### config.mk
export PLATFORM = sky130hd
export DESIGN_NAME = tw_eeprom_slave
export DESIGN_NICKNAME = d
export VERILOG_FILES = /design/src/rtl/tw_pkg.sv /design/src/rtl/tw_line_sync.sv /design/src/rtl/tw_addr_ptr.sv /design/src/rtl/tw_eeprom_slave.sv
export SDC_FILE = /design/constraint.sdc
export NUM_CORES = 1
export LEC_CHECK = 0
export ABC_AREA = 1
export BUFFER_PORTS_ARGS = -buffer_cell sky130_fd_sc_hd__buf_4
export CAP_MARGIN = 10
export CORE_MARGIN = 1
export CORE_UTILIZATION = 60
export CTS_CLUSTER_SIZE = 28
export DETAILED_ROUTE_END_ITERATION = 7
export PLACE_DENSITY = 0.83
export SYNTH_ARGS = -nofsm -noshare
export SYNTH_HDL_FRONTEND = slang
export SYNTH_HIERARCHICAL = 1
export SYNTH_SLANG_ARGS = --single-unit
### constraint.sdc
create_clock -name clk -period 3.2 [get_ports clk]
set_input_delay 0.64 -clock clk [delete_from_list [all_inputs] [get_ports clk]]
set_output_delay 0.64 -clock clk [all_outputs]
set_load 0.02 [all_outputs]
### src/rtl/tw_pkg.sv
package tw_pkg;
  typedef enum logic [2:0] {
    ST_IDLE,
    ST_DEV,
    ST_WADR,
    ST_WDAT,
    ST_HOLD,
    ST_ACK,
    ST_TX,
    ST_MACK
  } tw_state_e;

  localparam logic [3:0] DEV_PREFIX = 4'b1010;
  localparam int         WORD_W     = 8;
endpackage

### src/rtl/tw_line_sync.sv
module tw_line_sync #(
  parameter int SYNC_STAGES = 2
) (
  input  logic clk,
  input  logic rst_n,
  input  logic scl_i,
  input  logic sda_i,
  output logic scl_lvl,
  output logic sda_lvl,
  output logic scl_rise,
  output logic scl_fall,
  output logic start_det,
  output logic stop_det
);
  logic [SYNC_STAGES-1:0] scl_sh, sda_sh;
  logic                   scl_prev, sda_prev;

  always_ff @(posedge clk or negedge rst_n) begin
    if (!rst_n) begin
      scl_sh   <= '1;
      sda_sh   <= '1;
      scl_prev <= 1'b1;
      sda_prev <= 1'b1;
    end else begin
      scl_sh   <= {scl_sh[SYNC_STAGES-2:0], scl_i};
      sda_sh   <= {sda_sh[SYNC_STAGES-2:0], sda_i};
      scl_prev <= scl_sh[SYNC_STAGES-1];
      sda_prev <= sda_sh[SYNC_STAGES-1];
    end
  end

  assign scl_lvl   = scl_sh[SYNC_STAGES-1];
  assign sda_lvl   = sda_sh[SYNC_STAGES-1];
  assign scl_rise  = scl_lvl & ~scl_prev;
  assign scl_fall  = ~scl_lvl & scl_prev;
  assign start_det = scl_lvl & scl_prev & sda_prev & ~sda_lvl;
  assign stop_det  = scl_lvl & scl_prev & ~sda_prev & sda_lvl;
endmodule

### src/rtl/tw_addr_ptr.sv
module tw_addr_ptr #(
  parameter int ADDR_W    = 8,
  parameter int PAGE_BITS = 3
) (
  input  logic              clk,
  input  logic              rst_n,
  input  logic              load,
  input  logic [ADDR_W-1:0] load_val,
  input  logic              inc_page,
  input  logic              inc_full,
  output logic [ADDR_W-1:0] ptr
);
  localparam int ROW_W = ADDR_W - PAGE_BITS;

  logic [ADDR_W-1:0] ptr_q, ptr_n, page_inc;

  generate
    if (ROW_W > 0) begin : g_row
      assign page_inc = {ptr_q[ADDR_W-1:PAGE_BITS], ptr_q[PAGE_BITS-1:0] + PAGE_BITS'(1)};


      page_row_hold_chk: assert property (@(posedge clk) disable iff (!rst_n)
        (inc_page && !load && !inc_full) |=>
          (ptr_q[ADDR_W-1:PAGE_BITS] == $past(ptr_q[ADDR_W-1:PAGE_BITS])));
    end else begin : g_flat
      assign page_inc = ptr_q + ADDR_W'(1);
    end
  endgenerate

  always_comb begin
    ptr_n = ptr_q;
    if (load)          ptr_n = load_val;
    else if (inc_full) ptr_n = ptr_q + ADDR_W'(1);
    else if (inc_page) ptr_n = page_inc;
  end

  always_ff @(posedge clk or negedge rst_n) begin
    if (!rst_n) ptr_q <= '0;
    else        ptr_q <= ptr_n;
  end

  assign ptr = ptr_q;


  full_step_chk: assert property (@(posedge clk) disable iff (!rst_n)
    (inc_full && !load) |=> (ptr_q == $past(ptr_q) + ADDR_W'(1)));
endmodule

### src/rtl/tw_eeprom_slave.sv
module tw_eeprom_slave
  import tw_pkg::*;
#(
  parameter int ADDR_W      = 8,
  parameter int PAGE_BITS   = 3,
  parameter int SYNC_STAGES = 2
) (
  input  logic              clk,
  input  logic              rst_n,
  input  logic              scl_i,
  input  logic              sda_i,
  output logic              sda_oe,
  input  logic [2:0]        strap_i,
  input  logic              wr_busy_i,
  output logic              wr_stb_o,
  output logic [ADDR_W-1:0] wr_addr_o,
  output logic [7:0]        wr_data_o,
  output logic              wr_commit_o,
  output logic              rd_req_o,
  output logic [ADDR_W-1:0] rd_addr_o,
  input  logic [7:0]        rd_data_i
);
  localparam int               CNT_W    = $clog2(WORD_W + 1);
  localparam logic [CNT_W-1:0] LAST_BIT = CNT_W'(WORD_W - 1);
  localparam logic [CNT_W-1:0] ALL_BITS = CNT_W'(WORD_W);

  logic scl_lvl, sda_lvl, scl_rise, scl_fall, start_det, stop_det;

  tw_state_e         state_q, state_n, after_q, after_n;
  logic [CNT_W-1:0]  cnt_q, cnt_n;
  logic [WORD_W-1:0] sh_q, sh_n, tx_q, tx_n, rx_byte;
  logic              nak_q, nak_n, pend_q, pend_n;
  logic              ptr_load, ptr_inc_page, ptr_inc_full;
  logic [ADDR_W-1:0] ptr;
  logic              dev_match;

  tw_line_sync #(.SYNC_STAGES(SYNC_STAGES)) u_sync (
    .clk       (clk),
    .rst_n     (rst_n),
    .scl_i     (scl_i),
    .sda_i     (sda_i),
    .scl_lvl   (scl_lvl),
    .sda_lvl   (sda_lvl),
    .scl_rise  (scl_rise),
    .scl_fall  (scl_fall),
    .start_det (start_det),
    .stop_det  (stop_det)
  );

  tw_addr_ptr #(.ADDR_W(ADDR_W), .PAGE_BITS(PAGE_BITS)) u_ptr (
    .clk      (clk),
    .rst_n    (rst_n),
    .load     (ptr_load),
    .load_val (rx_byte[ADDR_W-1:0]),
    .inc_page (ptr_inc_page),
    .inc_full (ptr_inc_full),
    .ptr      (ptr)
  );

  assign rx_byte   = {sh_q[WORD_W-2:0], sda_lvl};
  assign dev_match = (rx_byte[7:4] == DEV_PREFIX) && (rx_byte[3:1] == strap_i) && !wr_busy_i;

  always_comb begin
    state_n      = state_q;
    after_n      = after_q;
    cnt_n        = cnt_q;
    sh_n         = sh_q;
    tx_n         = tx_q;
    nak_n        = nak_q;
    pend_n       = pend_q;
    ptr_load     = 1'b0;
    ptr_inc_page = 1'b0;
    ptr_inc_full = 1'b0;
    wr_stb_o     = 1'b0;
    wr_commit_o  = 1'b0;
    rd_req_o     = 1'b0;
    if (start_det) begin
      state_n = ST_DEV;
      cnt_n   = '0;
      pend_n  = 1'b0;
    end else if (stop_det) begin
      state_n     = ST_IDLE;
      wr_commit_o = pend_q;
      pend_n      = 1'b0;
    end else begin
      unique case (state_q)
        ST_DEV, ST_WADR, ST_WDAT: begin
          if (scl_rise) begin
            sh_n  = rx_byte;
            cnt_n = cnt_q + CNT_W'(1);
            if (cnt_q == LAST_BIT) begin
              state_n = ST_HOLD;
              if (state_q == ST_DEV) begin
                if (dev_match) after_n = rx_byte[0] ? ST_TX : ST_WADR;
                else           state_n = ST_IDLE;
              end else if (state_q == ST_WADR) begin
                ptr_load = 1'b1;
                after_n  = ST_WDAT;
              end else begin
                wr_stb_o     = 1'b1;
                ptr_inc_page = 1'b1;
                pend_n       = 1'b1;
                after_n      = ST_WDAT;
              end
            end
          end
        end
        ST_HOLD: if (scl_fall) state_n = ST_ACK;
        ST_ACK: begin
          if (scl_fall) begin
            state_n = after_q;
            cnt_n   = '0;
            if (after_q == ST_TX) begin
              tx_n         = rd_data_i;
              rd_req_o     = 1'b1;
              ptr_inc_full = 1'b1;
            end
          end
        end
        ST_TX: begin
          if (scl_rise) cnt_n = cnt_q + CNT_W'(1);
          if (scl_fall) begin
            if (cnt_q == ALL_BITS) state_n = ST_MACK;
            else                   tx_n    = {tx_q[WORD_W-2:0], 1'b0};
          end
        end
        ST_MACK: begin
          if (scl_rise) nak_n = sda_lvl;
          if (scl_fall) begin
            if (nak_q) begin
              state_n = ST_IDLE;
            end else begin
              state_n      = ST_TX;
              cnt_n        = '0;
              tx_n         = rd_data_i;
              rd_req_o     = 1'b1;
              ptr_inc_full = 1'b1;
            end
          end
        end
        default: ;
      endcase
    end
  end

  always_ff @(posedge clk or negedge rst_n) begin
    if (!rst_n) begin
      state_q <= ST_IDLE;
      after_q <= ST_IDLE;
      cnt_q   <= '0;
      sh_q    <= '0;
      tx_q    <= '0;
      nak_q   <= 1'b0;
      pend_q  <= 1'b0;
    end else begin
      state_q <= state_n;
      after_q <= after_n;
      cnt_q   <= cnt_n;
      sh_q    <= sh_n;
      tx_q    <= tx_n;
      nak_q   <= nak_n;
      pend_q  <= pend_n;
    end
  end

  assign sda_oe    = (state_q == ST_ACK) || ((state_q == ST_TX) && !tx_q[WORD_W-1]);
  assign wr_addr_o = ptr;
  assign wr_data_o = rx_byte;
  assign rd_addr_o = ptr;


  start_restart_chk: assert property (@(posedge clk) disable iff (!rst_n)
    start_det |=> (state_q == ST_DEV) && (cnt_q == '0));


  oe_after_fall_chk: assert property (@(posedge clk) disable iff (!rst_n)
    $rose(sda_oe) |-> $past(scl_fall));


  commit_on_stop_chk: assert property (@(posedge clk) disable iff (!rst_n)
    wr_commit_o |-> stop_det);


  busy_no_strobe_chk: assert property (@(posedge clk) disable iff (!rst_n)
    wr_busy_i |-> !wr_stb_o);
endmodule

* Word level (Yosys, flattened, before mapping)
Cells that the tools add are included.
Word-level totals: register bits after elaboration 41, input port bits 16, output and inout port bits 28, word-level logic and storage cells 148
Cells by class: add/sub/neg operators 3, equality and inequality tests 33, muxes and demuxes 63, bitwise gates (word level) 13, reduce and logical (&&, ||, !) cells 23
Operator list (number):
- 8-bit 2-to-1 mux | 8
- 3-bit 2-to-1 mux | 16
- 1-bit 2-to-1 mux | 29
- 4-bit inequality test (second input constant) | 7
- 4-bit 2-to-1 mux | 6
- 8-bit case mux with 3 select lines | 1
- 2-bit inequality test (second input constant) | 8
- 3-bit equality test (second input constant) | 5
- 3-bit inequality test (second input constant) | 5
- 3-bit case mux with 5 select lines | 1
- 3-bit nonzero test | 5
- 4-bit case mux with 3 select lines | 1
- 6-bit AND reduction | 2
- 9-bit AND reduction | 1
- 8-bit by 1-bit adder with 8-bit output (second input constant) | 1
- 4-bit equality test (second input constant) | 2
- 4-bit AND reduction | 2
- 8-bit AND reduction | 1
- 1-bit bitwise AND | 7
- 7-bit nonzero test | 1
- 3-bit by 2-bit equality test with 1-bit output (second input constant) | 2
- 1-bit NOT | 6
- 5-bit AND reduction | 1
- 4-bit by 1-bit adder with 4-bit output (second input constant) | 1
- other kinds (13) | 16

* Longest topological paths before layout
Gate-level depths: netlist (run 1).
depth after elaboration 11, gate-level depth with buffers 14, mapped depth without buffers 13

* By module
The synthesis (run 1) kept the hierarchy.
By module, submodules not included:
- tw_eeprom_slave | instances 1, cells an instance 238, area each 1773.0 µm², sequential area each 675.6 µm²
- tw_addr_ptr | instances 1, cells an instance 71, area each 529.3 µm², sequential area each 200.2 µm²
- tw_line_sync | instances 1, cells an instance 17, area each 198.9 µm², sequential area each 157.7 µm²

* Worst setup path after synthesis (run 1)
No wires, ideal clock.
path type reg2out, start point register u_sync.sda_sh[1], end point output port rd_req_o, arrival time 1.819 ns, data required time 2.560 ns, slack 0.741 ns, cell stages (with the launch flop) 9, path buffers 0, cells stage by stage dfstp_2 > inv_1 > nand2_1 > nor2_1 > inv_2 > nand2_1 > inv_2 > nand2_1 > a211oi_1
Between the ends: cells in the longest elaborated chain, start to end 3, elaborated cells between the ends (all ways) 5, those cells by class mux (2); bitwise (3)
Ends and longest elaborated chain:
- start, declared | RTL line tw_line_sync.sv:15 | logic [SYNC_STAGES-1:0] scl_sh, sda_sh;
- start signal, assigned | RTL line tw_line_sync.sv:26 | sda_sh <= {sda_sh[SYNC_STAGES-2:0], sda_i};
- 1-bit NOT | RTL line tw_line_sync.sv:36 | assign start_det = scl_lvl & scl_prev & sda_prev & ~sda_lvl;
- 1-bit bitwise AND | RTL line tw_line_sync.sv:36
- net start_det | RTL line tw_eeprom_slave.sv:27 | logic scl_lvl, sda_lvl, scl_rise, scl_fall, start_det, stop_det;
- 1-bit 2-to-1 mux | RTL line tw_eeprom_slave.sv:77 | if (start_det) begin
- end, declared | RTL line tw_eeprom_slave.sv:19 | output logic rd_req_o,
The timed path passes the listed nets, and every way through them passes these cells.

* Final worst setup path (run 1)
Same ends and word-level chain as after synthesis.

==> results of run 1 <==
## flip-flops by register name, summed over array words and instances, names as in the netlist
name / cells
cnt_q: 4
state_q: 3
tx_q: 8
u_sync/scl_sh: 2
sh_q: 7
pend_q: 1
u_sync/scl_prev: 1
u_sync/sda_prev: 1
after_q: 3
nak_q: 1
u_sync/sda_sh: 2
u_ptr/ptr: 8
## cell usage after synthesis, drive strengths merged
| cell type | instances | area, sq um |
|---|---|---|
| nand2 | 108 | 445 |
| inv | 46 | 173 |
| dfrtp | 35 | 876 |
| nor2 | 33 | 184 |
| o21ai | 26 | 153 |
| nand3 | 24 | 143 |
| buf | 15 | 134 |
| a21oi | 6 | 30.0 |
| dfstp | 6 | 158 |
| nor3 | 4 | 31.3 |
| a22oi | 3 | 22.5 |
| ha | 3 | 37.5 |
| nand4 | 3 | 18.8 |
| a31oi | 2 | 12.5 |
| nand3b | 2 | 15.0 |
| o21bai | 2 | 15.0 |
| a211oi | 1 | 7.51 |
| and3 | 1 | 6.26 |
| clkinv | 1 | 3.75 |
| o21a | 1 | 7.51 |
| o22ai | 1 | 6.26 |
| o31ai | 1 | 7.51 |
| or2 | 1 | 6.26 |
| xnor2 | 1 | 8.76 |
## cell families (layout without fill, tap and decap cells)
group / after synthesis / after routing / synth area share (%)
compound gates: 43 / 43 / 10.5
xor+xnor: 1 / 1 / 0.350
fa+ha+maj: 3 / 3 / 1.50
buf+inv: 62 / 98 / 12.4
flops: 41 / 41 / 41.3
simple gates: 176 / 176 / 34.0
## cell type report
class | count | area (sq um) | share of cell area, %
Inverter | 47 | 176 | 6.15
Sequential cell | 41 | 1030 | 36.0
Timing Repair Buffer | 43 | 323 | 11.3
Multi-Input combinational cell | 223 | 1160 | 40.3
Tap cell | 50 | 62.6 | 2.18
Clock buffer | 7 | 86.3 | 3.01
Clock inverter | 1 | 30.0 | 1.05
## how the worst min path moves through the flow
stage                                     from  cells after the start  slack (ps)                    endpoint
finish                                   rst_n                      1         310        cnt_q[1]$_DFFE_PN0P_
global route                             rst_n                      1         360          pend_q$_DFFE_PN0P_
CTS                                      rst_n                      1         340        cnt_q[1]$_DFFE_PN0P_
detailed placement  u_sync/sda_sh[0]$_DFF_PN1_                      0         350  u_sync/sda_sh[1]$_DFF_PN1_
global placement    u_sync/scl_sh[0]$_DFF_PN1_                      0         350  u_sync/scl_sh[1]$_DFF_PN1_
floorplan                                rst_n                      0         340      after_q[0]$_DFFE_PN0P_
## power groups by stage
stage / Sequential (mW) / Combinational (mW) / Clock (mW)
detailed placement: 0.823 / 0.891 / 0
finish: 0.815 / 0.888 / 0.431
global route: 0.835 / 1.00 / 0.456
floorplan: 0.816 / 0.694 / 0
CTS: 0.814 / 0.895 / 0.441
global placement: 0.818 / 0.871 / 0
## metrics by stage
step                      power [mW]  setup slack [ps]  cells  util, %  hold slack [ps]
after floorplan                 1.51               741    326        -              344
after global routing            2.29               100    412     71.7              358
after global placement          1.69               645    404     68.8              348
final                           2.13               236    412     71.7              315
after CTS                       2.15               264    412     71.7              338
after detailed placement        1.71               518    404     68.8              350
## routing by layer
layer  part of all wire (%)  vias to the layer above
met3                    4.2                        5
met2                     49                       59
li1                       -                     1084
met5                      0                        -
met1                     46                      997
met4                   0.66                        0
==> flow_summary.toml, run 1 <==
[placement]
place_congestion = 0.892
dp_hpwl_um = 3840
placed_area_sq_mm = 0.00275
port_buffers = 43

[grt]
first_global_vias = 1873
antenna_found_initial = 0
grt_pass1_wl_um = 8250
use_met3_pct = 4.28
grt_use_total_pct = 24.6
grt_max_degree = 42
busiest_layer = "met2"
grt_use_met1_pct = 33.0
met2_usage_pct = 41.0
grt-ovfl-total = 0

[die]
die-area_sq_mm = 0.00443
core_area_sq_mm = 0.00400
io_pins = 44
core.rowCount = 23
die_h_um = 66.6
start_util_pct = 62.5
die_width_um = 66.6

[clock_tree]
tritoncts = "done"
clockRootBuffer = "clkbuf_8"
cts_htree_levels = 2
cts_buffer_depth = 2
insertion_delay_ps = 290
cts_buffers = 5
holdBufCountCts = 0
clkSlewWorstSetupHoldPaths_ps = 80
cts_resized = 0
postCtsSetupRepairBufs = 0
clock_sinks = 41

[pwr]
power_frac_comb_pct = 41.6
p_clk_share_pct = 20.2
pwr-share-seq_pct = 38.2
leakage_nw = 1.47
p_sw_share_pct = 41.6
cellInternalPower_mw = 1.25
peakVddDrop_v = 0.000414
power_switching_mw = 0.889
power_density_mw_per_mm2 = 744

[sta]
period_needed_ps = 2960
finalCritPeriodShare_pct = 92.6
hold_viol = 0
fmax_ghz = 0.337
worstMarginPinSlew_ps = 705
drv_slew = 0
setup_viol = 0
rsz0062_at_grt = "no"
skew_ps = 3.40
relSlewSlack_pct = 52.7
finalSetupTns_ps = 0

[synthesis]
synth_seq_cells = 41
ys_seq_area_share_pct = 41.3
yosysWarnings = 6
syn_nets = 345
synthCells = 326
ys_types = 38
synth.cell_area_sq_mm = 0.00250
syn_area_per_cell_sq_um = 7.67

[setup_path]
required_ps = 2560
cp_max_fo = 7
r2r-end = "u_ptr/ptr[1]$_DFFE_PN0P_"
worst_r2r_path_depth = 13
r2r_start = "u_sync/sda_sh[1]$_DFF_PN1_"
max_stage_delay_ps = 580
cp_slowest_cell = "dfstp_2"
cp.depth = 9
worstPathCellList = "inv_1, nand2_1, nor2_1, inv_2, nand2_1, inv_2, nand2_1, a211oi_1, buf_4"
cp_num_buf_inv = 4
cp_common_cell = "nand2_1"
rrSetupSlack_ps = 500
endpoint_kind = "output pin"
crit_type = "register to output pin"
critical_path.top_delay_family = "flip-flops"
start_kind = "register"
cp-endpoint = "rd_req_o"
cp.arrival_ps = 2320
crit_path_start = "u_sync/sda_sh[1]$_DFF_PN1_"

[routing]
post-route-drc-count = 0
via_per_inst = 5.21
dr_total_vias = 2145
wl_um = 4970
wl_per_cell_um = 12.1
drt_pre_antenna_iters = 4
ant_nets = 0
drt_iter0_markers = 137

[worst_hold_path]
hp-class = "input pin to async pin"

[cells_and_area]
final_common_cell = "nand2_1"
fillers = 327
drive_gt1_share_pct = 26.0
n_antenna_cell = 0
final_cell_mix = "nand2_1 (96), buf_4 (43), inv_1 (40)"
syn2layout_area_growth_pct = 14.7
fin_area_sq_mm = 0.00287
nets = 380

[outcome]
status = "finished, final reports clean"

[flow_run]
maxCapViolations = 0
No activity file was read; power rests on OpenSTA's default activity.
==> run 2, diff against run 1 <==
--- a/config.mk
+++ b/config.mk
@@ -9,10 +9,10 @@
 export BUFFER_PORTS_ARGS = -buffer_cell sky130_fd_sc_hd__buf_4
 export CAP_MARGIN = 10
 export CORE_MARGIN = 1
-export CORE_UTILIZATION = 60
+export CORE_UTILIZATION = 50
 export CTS_CLUSTER_SIZE = 28
 export DETAILED_ROUTE_END_ITERATION = 7
-export PLACE_DENSITY = 0.83
+export PLACE_DENSITY = 0.73
 export SYNTH_ARGS = -nofsm -noshare
 export SYNTH_HDL_FRONTEND = slang
 export SYNTH_HIERARCHICAL = 1
==> constraint.sdc (replaced) <==
create_clock -name clk -period 2.59 [get_ports clk]
set_input_delay 0.518 -clock clk [delete_from_list [all_inputs] [get_ports clk]]
set_output_delay 0.518 -clock clk [all_outputs]
set_load 0.02 [all_outputs]
==> flow_summary.toml, run 2 (same netlist as run 1, synthesis figures left out) <==
[die]
io_pins = 44
start_util_pct = 52.6
core.rowCount = 25
die_h_um = 72.7
core_area_sq_mm = 0.00475
die_width_um = 72.7
die-area_sq_mm = 0.00529

[routing]
dr_total_vias = 2113
drt_pre_antenna_iters = 4
via_per_inst = 4.87
wl_per_cell_um = 11.5
post-route-drc-count = 0
ant_nets = 0
drt_iter0_markers = 106
wl_um = 4980

[pwr]
cellInternalPower_mw = 1.62
power_switching_mw = 1.11
power_density_mw_per_mm2 = 923
power_frac_comb_pct = 40.5
p_clk_share_pct = 22.7
pwr-share-seq_pct = 36.8
peakVddDrop_v = 0.000446
total_power_mw = 2.73
p_sw_share_pct = 40.7
leakage_nw = 1.50

[flow_run]
maxCapViolations = 0

[clock_tree]
holdBufCountCts = 0
clock_sinks = 41
tritoncts = "done"
cts_htree_levels = 2
cts_buffer_depth = 2
cts_buffers = 5
insertion_delay_ps = 290
clockRootBuffer = "clkbuf_8"
clkSlewWorstSetupHoldPaths_ps = 80

[placement]
dpl_worst_slack_ps = 308
port_buffers = 43
place_congestion = 0.855
dp_hpwl_um = 3730

[outcome]
status = "finished, final reports clean"

[cells_and_area]
fillers = 447
final_cell_mix = "nand2_1 (96), buf_4 (48), inv_1 (40)"
final_common_cell = "nand2_1"
n_antenna_cell = 0
drive_gt1_share_pct = 27.5
nets = 385
final_util_pct = 62.2
syn2layout_area_growth_pct = 18.2

[grt]
grt_pass1_wl_um = 8670
first_global_vias = 1919
grt-ovfl-total = 0
antenna_found_initial = 0
grt_max_degree = 42
grt_use_total_pct = 21.2

[worst_hold_path]
hp-class = "input pin to async pin"

[setup_path]
rrSetupSlack_ps = 280
r2r_start = "u_sync/sda_sh[1]$_DFF_PN1_"
worst_r2r_path_depth = 13
endpoint_kind = "output pin"
cp_max_fo = 6
required_ps = 2070
r2r-end = "u_ptr/ptr[4]$_DFFE_PN0P_"
crit_type = "register to output pin"
crit_path_start = "u_sync/scl_sh[1]$_DFF_PN1_"
cp.arrival_ps = 1930
start_kind = "register"

[sta]
skew_ps = 10.4
worstMarginPinSlew_ps = 512
period_needed_ps = 2450
hold_slack_ps = 184
setup_viol = 0
fmax_ghz = 0.408
rsz0062_at_grt = "no"
drv_slew = 0
relSlewSlack_pct = 65.9
finalSetupTns_ps = 0
hold_viol = 0
finalCritPeriodShare_pct = 94.6
setup_ws_ps = 140
-- run 2: cell types whose count changed in the layout (fill, tap and decap cells not counted) --
cell       before  now
a211oi_1        1    0
buf_4          43   48
clkbuf_1        1    0
clkbuf_8        6    5
a211oi_2        0    1
inv_2           6    5
inv_6           0    1
inv_4           0    1
bufinv_16       1    2
-- run 2: cell type report --
| type | instances | area, sq um | area share, % |
|---|---|---|---|
| Timing Repair Buffer | 48 | 360 | 12.2 |
| Clock inverter | 3 | 68.8 | 2.33 |
| Clock buffer | 5 | 68.8 | 2.33 |
| Sequential cell | 41 | 1030 | 35.0 |
| Multi-Input combinational cell | 223 | 1160 | 39.3 |
| Tap cell | 67 | 83.8 | 2.84 |
| Inverter | 47 | 179 | 6.05 |
-- run 2: what timing repair did --
action | CTS | global route
endpoints found under the setup margin | 0 | 1
buffers inserted | 0 | 2
resized for setup | 0 | 2
-- run 2: through the flow --
| stage | area, sq um | cells |
|---|---|---|
| 6_report | 2960 | 434 |
| 5_1_grt | 2960 | 434 |
| 4_1_cts | 2930 | 432 |
| 3_5_place_dp | 2800 | 424 |
| 3_3_place_gp | 2800 | 424 |
| 2_1_floorplan | 2500 | 326 |
-- run 2: critical path, cell delays in order, from the launching register on --
cell and delay (ps):
dfstp_2 560, nand2_1 70, nor2_1 230, inv_2 100
nand2_1 160, inv_4 60, nand2_1 100, a211oi_2 50
buf_4 160, buf_4 150
-- run 2: power by group through the flow --
stage                     Clock [mW]  Sequential (mW)  Combinational (mW)
after CTS                      0.637             1.01                1.11
after global placement             0             1.01                1.08
after detailed placement           0             1.02                1.10
final                          0.619             1.01                1.11
after global routing           0.664             1.03                1.26
after floorplan                    0             1.01               0.858
-- run 2: layer usage --
| metal | GRT usage, % | vias to the layer above | share of wire [%] |
|---|---|---|---|
| met4 | 5.23 | 0 | 0.56 |
| li1 | - | 1099 | - |
| met1 | 29.7 | 966 | 50 |
| met5 | 0 | - | 0 |
| met3 | 4.56 | 2 | 4.0 |
| met2 | 33.5 | 46 | 46 |
-- run 2: worst max-delay path by stage --
stage and to:
2_1_floorplan u_ptr/ptr[4]$_DFFE_PN0P_, 6_report rd_req_o, 5_1_grt rd_req_o, 3_3_place_gp u_ptr/ptr[4]$_DFFE_PN0P_, 3_5_place_dp u_ptr/ptr[4]$_DFFE_PN0P_, 4_1_cts rd_req_o
